### src/rtl/wdog_pkg.sv
package wdog_pkg;

  localparam int unsigned LONGEST_EXP = 24;
  localparam logic [7:0]  KEY_ARM     = 8'h55;
  localparam logic [7:0]  KEY_FIRE    = 8'hAA;

  typedef struct packed {
    logic [2:0] rate;
    logic       win;
    logic       frz;
  } wd_cfg_t;

  // period exponent for a rate code; 0 for the disabled code
  function automatic int unsigned rate_exp(input logic [2:0] rate);
    case (rate)
      3'd1:    return 14;
      3'd2:    return 16;
      3'd3:    return 18;
      3'd4:    return 20;
      3'd5:    return 22;
      3'd6:    return 23;
      3'd7:    return 24;
      default: return 0;
    endcase
  endfunction

  function automatic logic [31:0] period_of(input int unsigned e);
    return 32'd1 << e;
  endfunction

  // first count value that falls inside the service window
  function automatic logic [31:0] window_open(input logic [31:0] period);
    return period - (period >> 2);
  endfunction

endpackage

### src/rtl/wdog_cfg_reg.sv
module wdog_cfg_reg
  import wdog_pkg::*;
(
  input  logic       clk,
  input  logic       rst_n,
  input  logic       wr,
  input  logic [7:0] wdata,
  output wd_cfg_t    cfg,
  output logic       load
);

  assign load = wr & ~wdata[7];

  always_ff @(posedge clk or negedge rst_n) begin
    if (!rst_n) begin
      cfg <= '0;
    end else if (wr) begin
      cfg.frz <= wdata[5];
      if (!wdata[7]) begin
        cfg.rate <= wdata[2:0];
        cfg.win  <= wdata[4];
      end
    end
  end

endmodule

### src/rtl/wdog_key_seq.sv
module wdog_key_seq
  import wdog_pkg::*;
(
  input  logic       clk,
  input  logic       rst_n,
  input  logic       svc_ok,
  input  logic [7:0] key,
  input  logic       early,
  output logic       restart,
  output logic       violation
);

  logic armed_q;
  logic is_arm, is_fire;

  assign is_arm    = (key == KEY_ARM);
  assign is_fire   = (key == KEY_FIRE);
  assign restart   = svc_ok & ~early & is_fire & armed_q;
  assign violation = svc_ok & (early | ~(is_arm | (is_fire & armed_q)));

  always_ff @(posedge clk or negedge rst_n) begin
    if (!rst_n)                   armed_q <= 1'b0;
    else if (violation | restart) armed_q <= 1'b0;
    else if (svc_ok & is_arm)     armed_q <= 1'b1;
  end

endmodule

### src/rtl/wdog_counter.sv
module wdog_counter #(
  parameter int CW = 24
) (
  input  logic          clk,
  input  logic          rst_n,
  input  logic          clear,
  input  logic          run,
  output logic [CW-1:0] count
);

  always_ff @(posedge clk or negedge rst_n) begin
    if (!rst_n)     count <= '0;
    else if (clear) count <= '0;
    else if (run)   count <= count + 1'b1;
  end

endmodule

### src/rtl/wdog_window.sv
module wdog_window
  import wdog_pkg::*;
#(
  parameter int RATE_SHIFT = 0
) (
  input  logic       clk,
  input  logic       rst_n,
  input  logic       ctl_wr,
  input  logic [7:0] ctl_wdata,
  output logic [7:0] ctl_rdata,
  input  logic       svc_wr,
  input  logic [7:0] svc_wdata,
  input  logic       dbg_active,
  input  logic       special_mode,
  output logic       reset_req
);

  localparam int CW = LONGEST_EXP - RATE_SHIFT;

  wd_cfg_t     cfg;
  logic        cfg_load;
  logic        enabled, frozen, override_on, run, eff_win;
  logic [31:0] period, win_start;
  logic        early_win, terminal;
  logic        restart_ev, violation_ev, timeout_ev, cnt_clear;
  logic [CW-1:0] count_q;
  logic        req_q;
  int unsigned sel_exp;

  wdog_cfg_reg u_cfg (
    .clk   (clk),
    .rst_n (rst_n),
    .wr    (ctl_wr),
    .wdata (ctl_wdata),
    .cfg   (cfg),
    .load  (cfg_load)
  );

  assign enabled     = (cfg.rate != 3'd0);
  assign frozen      = dbg_active & cfg.frz;
  assign override_on = enabled & dbg_active & ~cfg.frz & special_mode;
  assign run         = enabled & ~frozen;
  assign eff_win     = cfg.win & ~override_on;

  always_comb begin
    if (override_on)  sel_exp = LONGEST_EXP - RATE_SHIFT;
    else if (enabled) sel_exp = rate_exp(cfg.rate) - RATE_SHIFT;
    else              sel_exp = 1;
  end

  assign period    = period_of(sel_exp);
  assign win_start = window_open(period);
  assign early_win = eff_win & (32'(count_q) < win_start);
  assign terminal  = run & (32'(count_q) >= period - 32'd1);

  wdog_key_seq u_key (
    .clk       (clk),
    .rst_n     (rst_n),
    .svc_ok    (svc_wr & enabled),
    .key       (svc_wdata),
    .early     (early_win),
    .restart   (restart_ev),
    .violation (violation_ev)
  );

  assign timeout_ev = terminal & ~restart_ev;
  assign cnt_clear  = cfg_load | restart_ev | violation_ev | timeout_ev | ~enabled;

  wdog_counter #(.CW(CW)) u_cnt (
    .clk   (clk),
    .rst_n (rst_n),
    .clear (cnt_clear),
    .run   (run),
    .count (count_q)
  );

  always_ff @(posedge clk or negedge rst_n) begin
    if (!rst_n) req_q <= 1'b0;
    else        req_q <= timeout_ev | violation_ev;
  end

  assign reset_req = req_q;
  assign ctl_rdata = {2'b00, cfg.frz, cfg.win, 1'b0, cfg.rate};

endmodule


### config.mk
export PLATFORM = sky130hd
export DESIGN_NAME = wdog_window
export DESIGN_NICKNAME = d
export VERILOG_FILES = /design/src/rtl/wdog_pkg.sv /design/src/rtl/wdog_cfg_reg.sv /design/src/rtl/wdog_key_seq.sv /design/src/rtl/wdog_counter.sv /design/src/rtl/wdog_window.sv
export SDC_FILE = /design/constraint.sdc
export NUM_CORES = 1
export LEC_CHECK = 0
export ABC_AREA = 0
export BUFFER_PORTS_ARGS = -buffer_cell sky130_fd_sc_hd__buf_2
export CORE_ASPECT_RATIO = 1.75
export CORE_MARGIN = 5
export CORE_UTILIZATION = 50
export CTS_BUF_LIST = sky130_fd_sc_hd__clkbuf_16
export DETAILED_ROUTE_END_ITERATION = 12
export PLACE_DENSITY_LB_ADDON = 0.12
export SYNTH_ARGS = -nofsm -noshare
export SYNTH_HDL_FRONTEND = slang
export SYNTH_SLANG_ARGS = --single-unit
### constraint.sdc
create_clock -name clk -period 5.9 [get_ports clk]
set_input_delay 0 -clock clk [delete_from_list [all_inputs] [get_ports clk]]
set_output_delay 0 -clock clk [all_outputs]
set_load 0.05 [all_outputs]
==> results of run 1 <==
-- flip-flops by register name (all words and copies together), names as in the netlist --
| signal | flops |
|---|---|
| u_cfg.cfg | 5 |
| u_cnt.count | 24 |
| u_key.armed_q | 1 |
| reset_req | 1 |
-- cells in the mapped netlist, types with 5 or more instances --
cell and number:
sky130_fd_sc_hd__a211oi_1 7, sky130_fd_sc_hd__a21o_1 15, sky130_fd_sc_hd__a21oi_1 63, sky130_fd_sc_hd__a31oi_1 5, sky130_fd_sc_hd__and3_1 7, sky130_fd_sc_hd__clkbuf_1 16, sky130_fd_sc_hd__dfrtp_1 31, sky130_fd_sc_hd__ha_1 79
sky130_fd_sc_hd__inv_1 32, sky130_fd_sc_hd__mux2_2 5, sky130_fd_sc_hd__nand2_1 46, sky130_fd_sc_hd__nand3_1 15, sky130_fd_sc_hd__nand4_1 19, sky130_fd_sc_hd__nor2_1 30, sky130_fd_sc_hd__nor2b_1 5, sky130_fd_sc_hd__nor3_1 12
sky130_fd_sc_hd__nor3_2 21, sky130_fd_sc_hd__o211ai_1 5, sky130_fd_sc_hd__o21ai_0 35, sky130_fd_sc_hd__or2_2 5, sky130_fd_sc_hd__or3_1 7, sky130_fd_sc_hd__xnor2_1 24, sky130_fd_sc_hd__xor2_1 26
-- final cells by class --
type | instances | area, µm² | area share
clock buffer | 5 | 125 | 0.0240
clock inverter | 3 | 38.8 | 0.00743
inverter | 32 | 120 | 0.0230
multi-input combinational | 534 | 3780 | 0.724
sequential | 31 | 776 | 0.149
tap | 120 | 150 | 0.0288
timing repair buffer | 37 | 233 | 0.0446
-- kinds of logic after synthesis --
logic type               Yosys count  synth area share
AND/OR/NAND/NOR                  183             0.223
AO/OA/AOI/OAI                    162             0.221
adder cells (fa/ha/maj)           80             0.218
buffers and inverters             55            0.0547
XOR/XNOR                          50            0.0947
flip-flops                        31             0.168
multiplexers                       8            0.0187
other                              2           0.00162
-- routing by layer --
layer  vias up  routed length, µm  GRT usage
met5         -                  0          0
met4         0                705      0.129
met3        33                145     0.0164
met2        64               6830      0.455
met1      1968               4340      0.224
li1       2183                  -          -
-- worst paths after layout --
path,slack (ns),startpoint,depth (start not counted),to
max,0.64,u_cfg.cfg[0],22,u_cnt.count[23]
min,0.03,svc_wr,3,u_key.armed_q
max reg2reg,0.64,u_cfg.cfg[0],22,u_cnt.count[23]
min reg2reg,0.53,u_cfg.cfg[1],1,u_cfg.cfg[1]
max in group asynchronous,5.09,rst_n,2,u_cnt.count[11]
min in group asynchronous,0.34,rst_n,2,u_cnt.count[1]
-- worst max-delay path, cell delays in order, from the launching register on --
cell and delay (ns):
sky130_fd_sc_hd__dfrtp_1 0.40, sky130_fd_sc_hd__nand3b_1 0.33, sky130_fd_sc_hd__nand2_1 0.16, sky130_fd_sc_hd__or3_1 0.26, sky130_fd_sc_hd__ha_1 0.32, sky130_fd_sc_hd__nand2_1 0.12
sky130_fd_sc_hd__or3_1 0.40, sky130_fd_sc_hd__a31oi_2 0.20, sky130_fd_sc_hd__o31ai_2 0.12, sky130_fd_sc_hd__nor2_1 0.10, sky130_fd_sc_hd__nor2_1 0.08, sky130_fd_sc_hd__o21ai_0 0.26
sky130_fd_sc_hd__xnor2_1 0.16, sky130_fd_sc_hd__ha_1 0.27, sky130_fd_sc_hd__a21oi_1 0.12, sky130_fd_sc_hd__o21ai_0 0.18, sky130_fd_sc_hd__a211oi_1 0.36, sky130_fd_sc_hd__o211ai_1 0.17
sky130_fd_sc_hd__nand4_1 0.13, sky130_fd_sc_hd__nor2_1 0.07, sky130_fd_sc_hd__a31oi_2 0.34, sky130_fd_sc_hd__o21a_4 0.45, sky130_fd_sc_hd__nor3_1 0.11
-- where the power goes --
group / switching [µW] / internal, µW
Clock: 89.9 / 197
Combinational: 317 / 196
Sequential: 15.1 / 220
-- per-stage QoR --
step	setup slack [ns]	instances	total power (µW)	cell area, µm²	util
final	0.644	762	1030	5220	0.578
after global routing	0.305	762	1110	5220	0.578
after CTS	0.669	762	1020	5220	0.578
after detailed placement	0.708	747	725	4990	0.552
after global placement	0.809	747	715	4990	0.552
after floorplan	1.34	620	624	4810	-
-- repair_timing --
action / in CTS / in global routing
hold buffers: 7 / 0
gates resized for setup: 0 / 0
hold endpoints to repair: 36 / 0
==> impl_metrics.tcl, run 1 <==
set metrics [dict create \
    ir_drop_mv 0.198 \
    rows 46 \
    dp_hpwl_um 10000 \
    synth_top_area_share 0.214 \
    ctsHtreeMaxLevel 2 \
    tritoncts.num_buffers 5 \
    gp_congestion 0.918 \
    first_pass_grt_wire_length_um 20200 \
    synthDistinctLibCells 59 \
    die_span_in_x_um 82.7 \
    synthCells 571 \
    clock-skew-final_ns 0.00366 \
    number_of_drc_violations_after_detailed_routing_iteration_0 144 \
    commonest_cells_after_routing_fill_and_taps_aside "sky130_fd_sc_hd__ha_1 (79), sky130_fd_sc_hd__a21oi_1 (63), sky130_fd_sc_hd__conb_1 (51)" \
    finalSetupViolations 0 \
    synth_area_um2 4620 \
    cp-end-kind "flip-flop" \
    dominantRegCellSynth "sky130_fd_sc_hd__dfrtp_1" \
    cp_data_arrival_time_ns 5.40 \
    synthToLayoutAreaGrowth_pct 12.9 \
    nNetsFinal 743 \
    finalHoldViolCount 0 \
    initial_drt_pass_iterations 4 \
    timing.max_slew.rel_slack 0.517 \
    finalWirelength_um 12000 \
    diode_insertion_count_for_antenna_repair 0 \
    synth.ff_latch_count 31 \
    cts.sinks 31 \
    rsz0062_at_grt "false" \
    power.density_nw_per_um2 198 \
    synth.yosys.warnings 0 \
    worst_setup_path_start_kind "flip-flop" \
    final_period_minus_worst_setup_slack_ns 5.26 \
    pin_count_of_the_biggest_net_entering_global_routing 32 \
    globalRoute.totalOverflow 0 \
    io_pins 31 \
    synthArstFlopShare 1.00 \
    cts-root-buf "sky130_fd_sc_hd__clkbuf_16" \
    drive_gt1_frac 0.123 \
    initial_util 0.511 \
    post_synth.cell_area_avg_um2 8.09 \
    post_cts.repair.setup_buffers 0 \
    cts_buffer_depth 2 \
    worst_ep_required_time_ns 6.04 \
    dieArea_um2 11300 \
    portBuffers 25 \
    route.antenna.remaining_nets 0 \
    largest_driver_fanout_on_the_critical_path 24 \
    synth.yosys.seq_area_share 0.168 \
    fin_crit_sh 0.891 \
    holdCritPathClass "in -> reg" \
    clk_transition_reported_paths_ns 0.05 \
    insertion_delay_ns 0.27 \
    tns_ns 0 \
    mostFrequentLayoutCell "sky130_fd_sc_hd__ha_1" \
    synthTopCellsByArea "sky130_fd_sc_hd__ha_1 (21%), sky130_fd_sc_hd__dfrtp_1 (17%), sky130_fd_sc_hd__a21oi_1 (6.8%)" \
    grtUsageTotal 0.231 \
    worstMarginPinSlew_ns 0.724 \
    fin_max_slew_vios 0 \
    core_area_um2 9040 \
    timing.fmax_mhz 190 \
    status "completed" \
    dieHeight_um 137 \
    grt_pass1_vias 4354 \
    num-fill-cells 869 \
    dr_total_vias 4248 \
    cts_tree "built" \
    grt_antenna_before_repair 0 \
    synth-edff-count 0 \
    p_leak_uw 0.00257 \
    avgRoutedWirePerCell_um 15.8 \
    max_cap_violation_count 0 \
    route.detailed.drc 0 \
    timing.hold.ws_ns 0.0330 \
    synth.largest_area_cell "sky130_fd_sc_hd__ha_1" \
    post_dr_vias_cell 5.57 \
    worstSetupPathType "reg -> reg" \
]
(Power assumes the default switching activity.)
==> inputs of run 2 (changes only) <==
Settings changed: SYNTH_HIERARCHICAL from default to 1.
==> impl_metrics.tcl, run 2 <==
set metrics [dict create \
    synth-edff-count 0 \
    synthArstFlopShare 1.00 \
    worstMarginPinSlew_ns 0.754 \
    holdCritPathClass "in -> reg" \
    worstSetupPathType "reg -> reg" \
    met3_usage 0.0272 \
    synth.ff_latch_count 31 \
    tritoncts.num_buffers 5 \
    grtUsageTotal 0.259 \
    first_pass_grt_wire_length_um 22800 \
    failed_checks "negative setup slack" \
    clk_transition_reported_paths_ns 0.05 \
    dr_total_vias 4853 \
    use_met2 0.487 \
    clock-skew-final_ns 0.00553 \
    portBuffers 25 \
    pin_count_of_the_biggest_net_entering_global_routing 32 \
    cts_tree "built" \
    worst_ep_required_time_ns 6.11 \
    number_of_drc_violations_after_detailed_routing_iteration_0 251 \
    drive_gt1_frac 0.259 \
    synth_top_area_share 0.216 \
    max_cap_violation_count 0 \
    globalRoute.totalOverflow 0 \
    synthDistinctLibCells 66 \
    final_period_minus_worst_setup_slack_ns 6.12 \
    grt_busiest_layer "met2" \
    rsz0062_at_grt "true" \
    grt_antenna_before_repair 0 \
    num-fill-cells 801 \
    multi_input_area_um2 4040 \
    ir_drop_mv 0.186 \
    cts.sinks 31 \
    startpoint_of_the_lowest_slack_register_to_register_path "u_cfg/cfg[0]" \
    reg.largest.list "u_cnt/count: 24 flops, u_cfg/cfg: 5 flops" \
    initial_drt_pass_iterations 4 \
    sequential_cell_area_um2 781 \
    rows 46 \
    critical_path.slowest_cell "sky130_fd_sc_hd__or4_4" \
    synth_mux_area_frac 0.0178 \
    finalSetupViolations 17 \
    startpoint "u_cfg/cfg[0]" \
    gr-usage-met1 0.264 \
    die_span_in_x_um 82.3 \
    synth.yosys.seq_area_share 0.170 \
    nNetsFinal 817 \
    route.detailed.drc 0 \
    p_leak_uw 0.00306 \
    finalWirelength_um 13700 \
    cts_buffer_depth 2 \
    synth_xor_xnor_area_share 0.0786 \
    post_dr_vias_cell 5.81 \
    max_flop_register "u_cnt/count" \
    io_pins 31 \
    max_reg_flops 24 \
    synth.yosys.warnings 6 \
    timing.hold.worst.start "svc_wdata[0]" \
    finalHoldViolCount 0 \
    synthTopCellsByArea "sky130_fd_sc_hd__ha_1 (22%), sky130_fd_sc_hd__dfrtp_1 (17%), sky130_fd_sc_hd__a21oi_1 (6.5%)" \
    grt_pass1_vias 5035 \
    cp-end-kind "flip-flop" \
    ctsHtreeMaxLevel 2 \
    max_stage_delay_ns 0.61 \
    dieArea_um2 11200 \
    synth.largest_area_cell "sky130_fd_sc_hd__ha_1" \
    gp_congestion 0.897 \
    insertion_delay_ns 0.28 \
    synth_compound_area_frac 0.245 \
    fin_max_slew_vios 0 \
    timing.max_slew.rel_slack 0.492 \
    post_synth_fa_ha_maj_area_fraction 0.221 \
    timing.fmax_mhz 164 \
    post_synth.cell_area_avg_um2 7.96 \
    diode_insertion_count_for_antenna_repair 0 \
    cp_data_arrival_time_ns 6.32 \
    synthToLayoutAreaGrowth_pct 31.5 \
    netlist_top_cells_count "sky130_fd_sc_hd__ha_1 (79), sky130_fd_sc_hd__a21oi_1 (59), sky130_fd_sc_hd__nor2_1 (44), sky130_fd_sc_hd__inv_1 (36), sky130_fd_sc_hd__nand2_1 (35)" \
    dieHeight_um 136 \
    utilization 0.669 \
    worst_setup_path_start_kind "flip-flop" \
    commonest_cells_after_routing_fill_and_taps_aside "sky130_fd_sc_hd__ha_1 (75), sky130_fd_sc_hd__buf_4 (70), sky130_fd_sc_hd__a21oi_1 (53)" \
    initial_util 0.509 \
    synthSimpleGateAreaFrac 0.213 \
    power.density_nw_per_um2 200 \
    synth_area_um2 4570 \
    largest_driver_fanout_on_the_critical_path 6 \
    synthCells 574 \
    core_area_um2 8980 \
    dp_hpwl_um 10600 \
    dominantRegCellSynth "sky130_fd_sc_hd__dfrtp_1" \
    route.antenna.remaining_nets 0 \
    final_critical_path_setup_slack_ns -0.216 \
    avgRoutedWirePerCell_um 16.4 \
    dominant_combinational_cell_family_by_area_after_synthesis "compound AO/OA/AOI/OAI gates" \
    tns_ns -2.02 \
    cts-root-buf "sky130_fd_sc_hd__clkbuf_16" \
    fin_crit_sh 1.04 \
    synthMostInstantiatedCell "sky130_fd_sc_hd__ha_1" \
    status "finished, violations left" \
    mostFrequentLayoutCell "sky130_fd_sc_hd__ha_1" \
]
-- run 2: per-layer routing --
metal | part of all wire | routed length (µm)
met4 | 0.048 | 660
met2 | 0.57 | 7720
met5 | 0 | 0
met1 | 0.36 | 4880
met3 | 0.029 | 397
-- run 2: cells by family (layout without fill, tap and decap cells) --
kind of cell,Yosys count,in the layout
adders and majority gates,80,80
buffers and inverters,58,150
other,2,51
and+or+nand+nor,182,182
xor gates and xnor gates,41,41
AOI/OAI and AO/OA,174,174
muxes,6,6
DFF,31,31
-- run 2: area by class of cell --
type                            count  area share
Clock buffer                        5      0.0208
Sequential cell                    31       0.130
Inverter                           36      0.0229
Timing Repair Buffer              107       0.128
Multi-Input combinational cell    534       0.672
Tap cell                          120      0.0250
Clock inverter                      2     0.00146
-- run 2: critical path, delay by kind of cell, from the launching register on --
family                     cells  cell delay, ns
DFF                            1            0.42
xor gates and xnor gates       1            0.15
buffers and inverters          3            0.35
and+or+nand+nor               14            3.11
AOI/OAI and AO/OA             10            1.40
adders and majority gates      2            0.61
-- run 2: final timing paths --
kind                                        end  slack [ns]  cells after the start
worst max-delay path            u_cnt/count[15]       -0.22                     30
worst min-delay path              u_key/armed_q        0.06                      3
worst max register to register  u_cnt/count[15]       -0.22                     30
worst min register to register    u_key/armed_q        0.53                      2
max in group asynchronous          u_cfg/cfg[0]        5.09                      2
min in group asynchronous         u_key/armed_q        0.32                      2
-- run 2: power by group --
group	internal, µW	switching (µW)
Clock	151	89.9
Combinational	336	384
Sequential	223	16.4
Total	711	491
-- run 2: timing repair --
action                                  in CTS  in global routing
cloned                                       1                  0
pin swaps                                   17                 43
endpoints found under the setup margin      17                 25
hold buffers                                 7                  0
resized for setup                           34                 39
endpoints found under the hold margin       36                  0
buffers inserted                            20                  5
-- run 2: metrics by stage --
stage               power (µW)  instance area [µm²]  hold WS (ns)  setup WS [ns]  cells
floorplan                  657                 4830        -0.296       -0.00818    623
global placement           826                 5370        0.0792         -0.211    800
detailed placement         839                 5370        0.0859         -0.381    800
CTS                       1150                 5870        0.0675       0.000956    835
global route              1290                 6010        0.0865         -0.481    835
finish                    1200                 6010        0.0610         -0.216    835
==> inputs of run 3 (changes only) <==
Settings changed: BUFFER_PORTS_ARGS -buffer_cell sky130_fd_sc_hd__buf_2 to default, CORE_UTILIZATION 50 to 40, DONT_BUFFER_PORTS from default to 1.
==> impl_metrics.tcl, run 3 (same netlist as run 2, synthesis figures left out) <==
set metrics [dict create \
    max_cap_violation_count 0 \
    worst_ep_required_time_ns 6.10 \
    fin_crit_sh 0.997 \
    final_period_minus_worst_setup_slack_ns 5.88 \
    finalInstanceArea_um2 5910 \
    finalHoldViolCount 0 \
    finalSetupViolations 0 \
    cp_data_arrival_time_ns 6.08 \
    commonest_cells_after_routing_fill_and_taps_aside "sky130_fd_sc_hd__ha_1 (74), sky130_fd_sc_hd__buf_4 (67), sky130_fd_sc_hd__a21oi_1 (53)" \
    grt_pass1_vias 4573 \
    rows 51 \
    dieHeight_um 151 \
    worst_setup_path_start_kind "flip-flop" \
    pin_count_of_the_biggest_net_entering_global_routing 32 \
    grtUsageTotal 0.196 \
    num-fill-cells 1061 \
    dp_cells 792 \
    cts_tree "built" \
    io_pins 31 \
    totalPowerFinal_uw 1220 \
    fin_max_slew_vios 0 \
    dp_hpwl_um 10900 \
    number_of_drc_violations_after_detailed_routing_iteration_0 220 \
    ctsHtreeMaxLevel 2 \
    dr_total_vias 4625 \
    cp-endpoint "u_cnt/count[17]" \
    ir_drop_mv 0.176 \
    p_leak_uw 0.00296 \
    power.density_nw_per_um2 206 \
    diode_insertion_count_for_antenna_repair 0 \
    cts_buffer_depth 2 \
    post_dr_vias_cell 5.60 \
    core_area_um2 11200 \
    gp_congestion 0.921 \
    insertion_delay_ns 0.28 \
    globalRoute.totalOverflow 0 \
    reg.largest.list "u_cnt/count: 24 flops, u_cfg/cfg: 5 flops" \
    mostFrequentLayoutCell "sky130_fd_sc_hd__ha_1" \
    first_pass_grt_wire_length_um 21900 \
    timing.max_slew.rel_slack 0.520 \
    largest_driver_fanout_on_the_critical_path 7 \
    critical_path.slowest_cell "sky130_fd_sc_hd__or4_4" \
    max_reg_flops 24 \
    worstSetupPathType "reg -> reg" \
    clock-skew-final_ns 0.00585 \
    tritoncts.num_buffers 5 \
    max_stage_delay_ns 0.49 \
    multi_input_area_um2 3960 \
    status "completed" \
    dieArea_um2 13700 \
    cp-end-kind "flip-flop" \
    number_of_cells_on_the_worst_reg_to_reg_path 31 \
    finalWirelength_um 13700 \
    max_flop_register "u_cnt/count" \
    timing.fmax_mhz 170 \
    cts-root-buf "sky130_fd_sc_hd__clkbuf_16" \
    nNetsFinal 795 \
    route.antenna.remaining_nets 0 \
    grt_antenna_before_repair 0 \
    worstMarginPinSlew_ns 0.714 \
    placement.cell_area_um2 5290 \
    sequential_cell_area_um2 781 \
    synthToLayoutAreaGrowth_pct 29.4 \
    non_filler_instance_count_after_layout 826 \
    initial_util 0.409 \
    clk_transition_reported_paths_ns 0.05 \
    timing.rr.end "u_cnt/count[17]" \
    rsz0062_at_grt "true" \
    holdCritPathClass "in -> reg" \
    drive_gt1_frac 0.207 \
    dp_worst_setup_slack_ns -0.440 \
    startpoint_of_the_lowest_slack_register_to_register_path "u_cfg/cfg[4]" \
    initial_drt_pass_iterations 7 \
    cts.sinks 31 \
    avgRoutedWirePerCell_um 16.6 \
    portBuffers 0 \
    route.detailed.drc 0 \
    final_critical_path_setup_slack_ns 0.0203 \
    die_span_in_x_um 90.8 \
    startpoint "u_cfg/cfg[4]" \
    tns_ns 0 \
    r2r_setup_slack_ns 0.02 \
]
==> run 3: cell count changes in the layout (fill, tap and decap cells not counted), sizes merged <==
cell and change:
dlygate4sd3 +6, bufinv +1, buf -28
==> run 3: critical path, delay by kind of cell (launching register included) <==
family	cells	cell delay (ns)
adder cells (fa/ha/maj)	2	0.39
AO/OA/AOI/OAI	16	2.51
AND/OR/NAND/NOR	11	2.21
XOR/XNOR	1	0.16
buffers and inverters	1	0.08
flip-flops	1	0.46
==> run 3: layout make-up <==
class	instances	share of cell area
repair buffers	85	0.120
inverters	36	0.0233
clock buffers	5	0.0212
well taps	132	0.0279
multi-input cells	534	0.669
flip-flops and latches	31	0.132
clock inverters	3	0.00656
==> run 3: worst min path at each step <==
stage | startpoint | to | slack [ns] | depth (start not counted)
floorplan | rst_n | reset_req | -0.30 | 0
global placement | rst_n | u_cfg/cfg[2] | -0.29 | 0
detailed placement | rst_n | u_cfg/cfg[4] | -0.29 | 0
CTS | ctl_wdata[7] | u_cfg/cfg[2] | 0.0004 | 2
global route | ctl_wr | u_cfg/cfg[2] | 0.10 | 2
finish | ctl_wr | u_cfg/cfg[2] | 0.10 | 2
==> run 3: power breakdown <==
part | internal [µW] | leakage [µW] | total (µW) | switching [µW]
Sequential | 223 | 0.000415 | 249 | 26.5
Combinational | 317 | 0.00246 | 676 | 359
Clock | 197 | 0.0000812 | 294 | 96.9
Total | 737 | 0.00296 | 1220 | 482
==> run 3: stage by stage <==
step	utilization	hold WS [ns]
floorplan	-	-0.296
global placement	0.474	-0.295
detailed placement	0.474	-0.295
CTS	0.517	0.000377
global route	0.530	0.102
finish	0.530	0.103
==> run 3: timing repair <==
action,4_1_cts,5_1_grt
setup buffers,9,2
cloned,1,0
hold buffers,13,1
setup endpoints to repair,17,22
pin swaps,18,12
endpoints found under the hold margin,37,1
resized for setup,26,33
==> run 3: metal layers <==
metal,wire length [µm],vias up,GRT usage
met2,7710,106,0.397
met4,502,0,0.0808
met5,0,-,0
li1,-,2302,-
met1,5080,2184,0.200
met3,404,33,0.0184
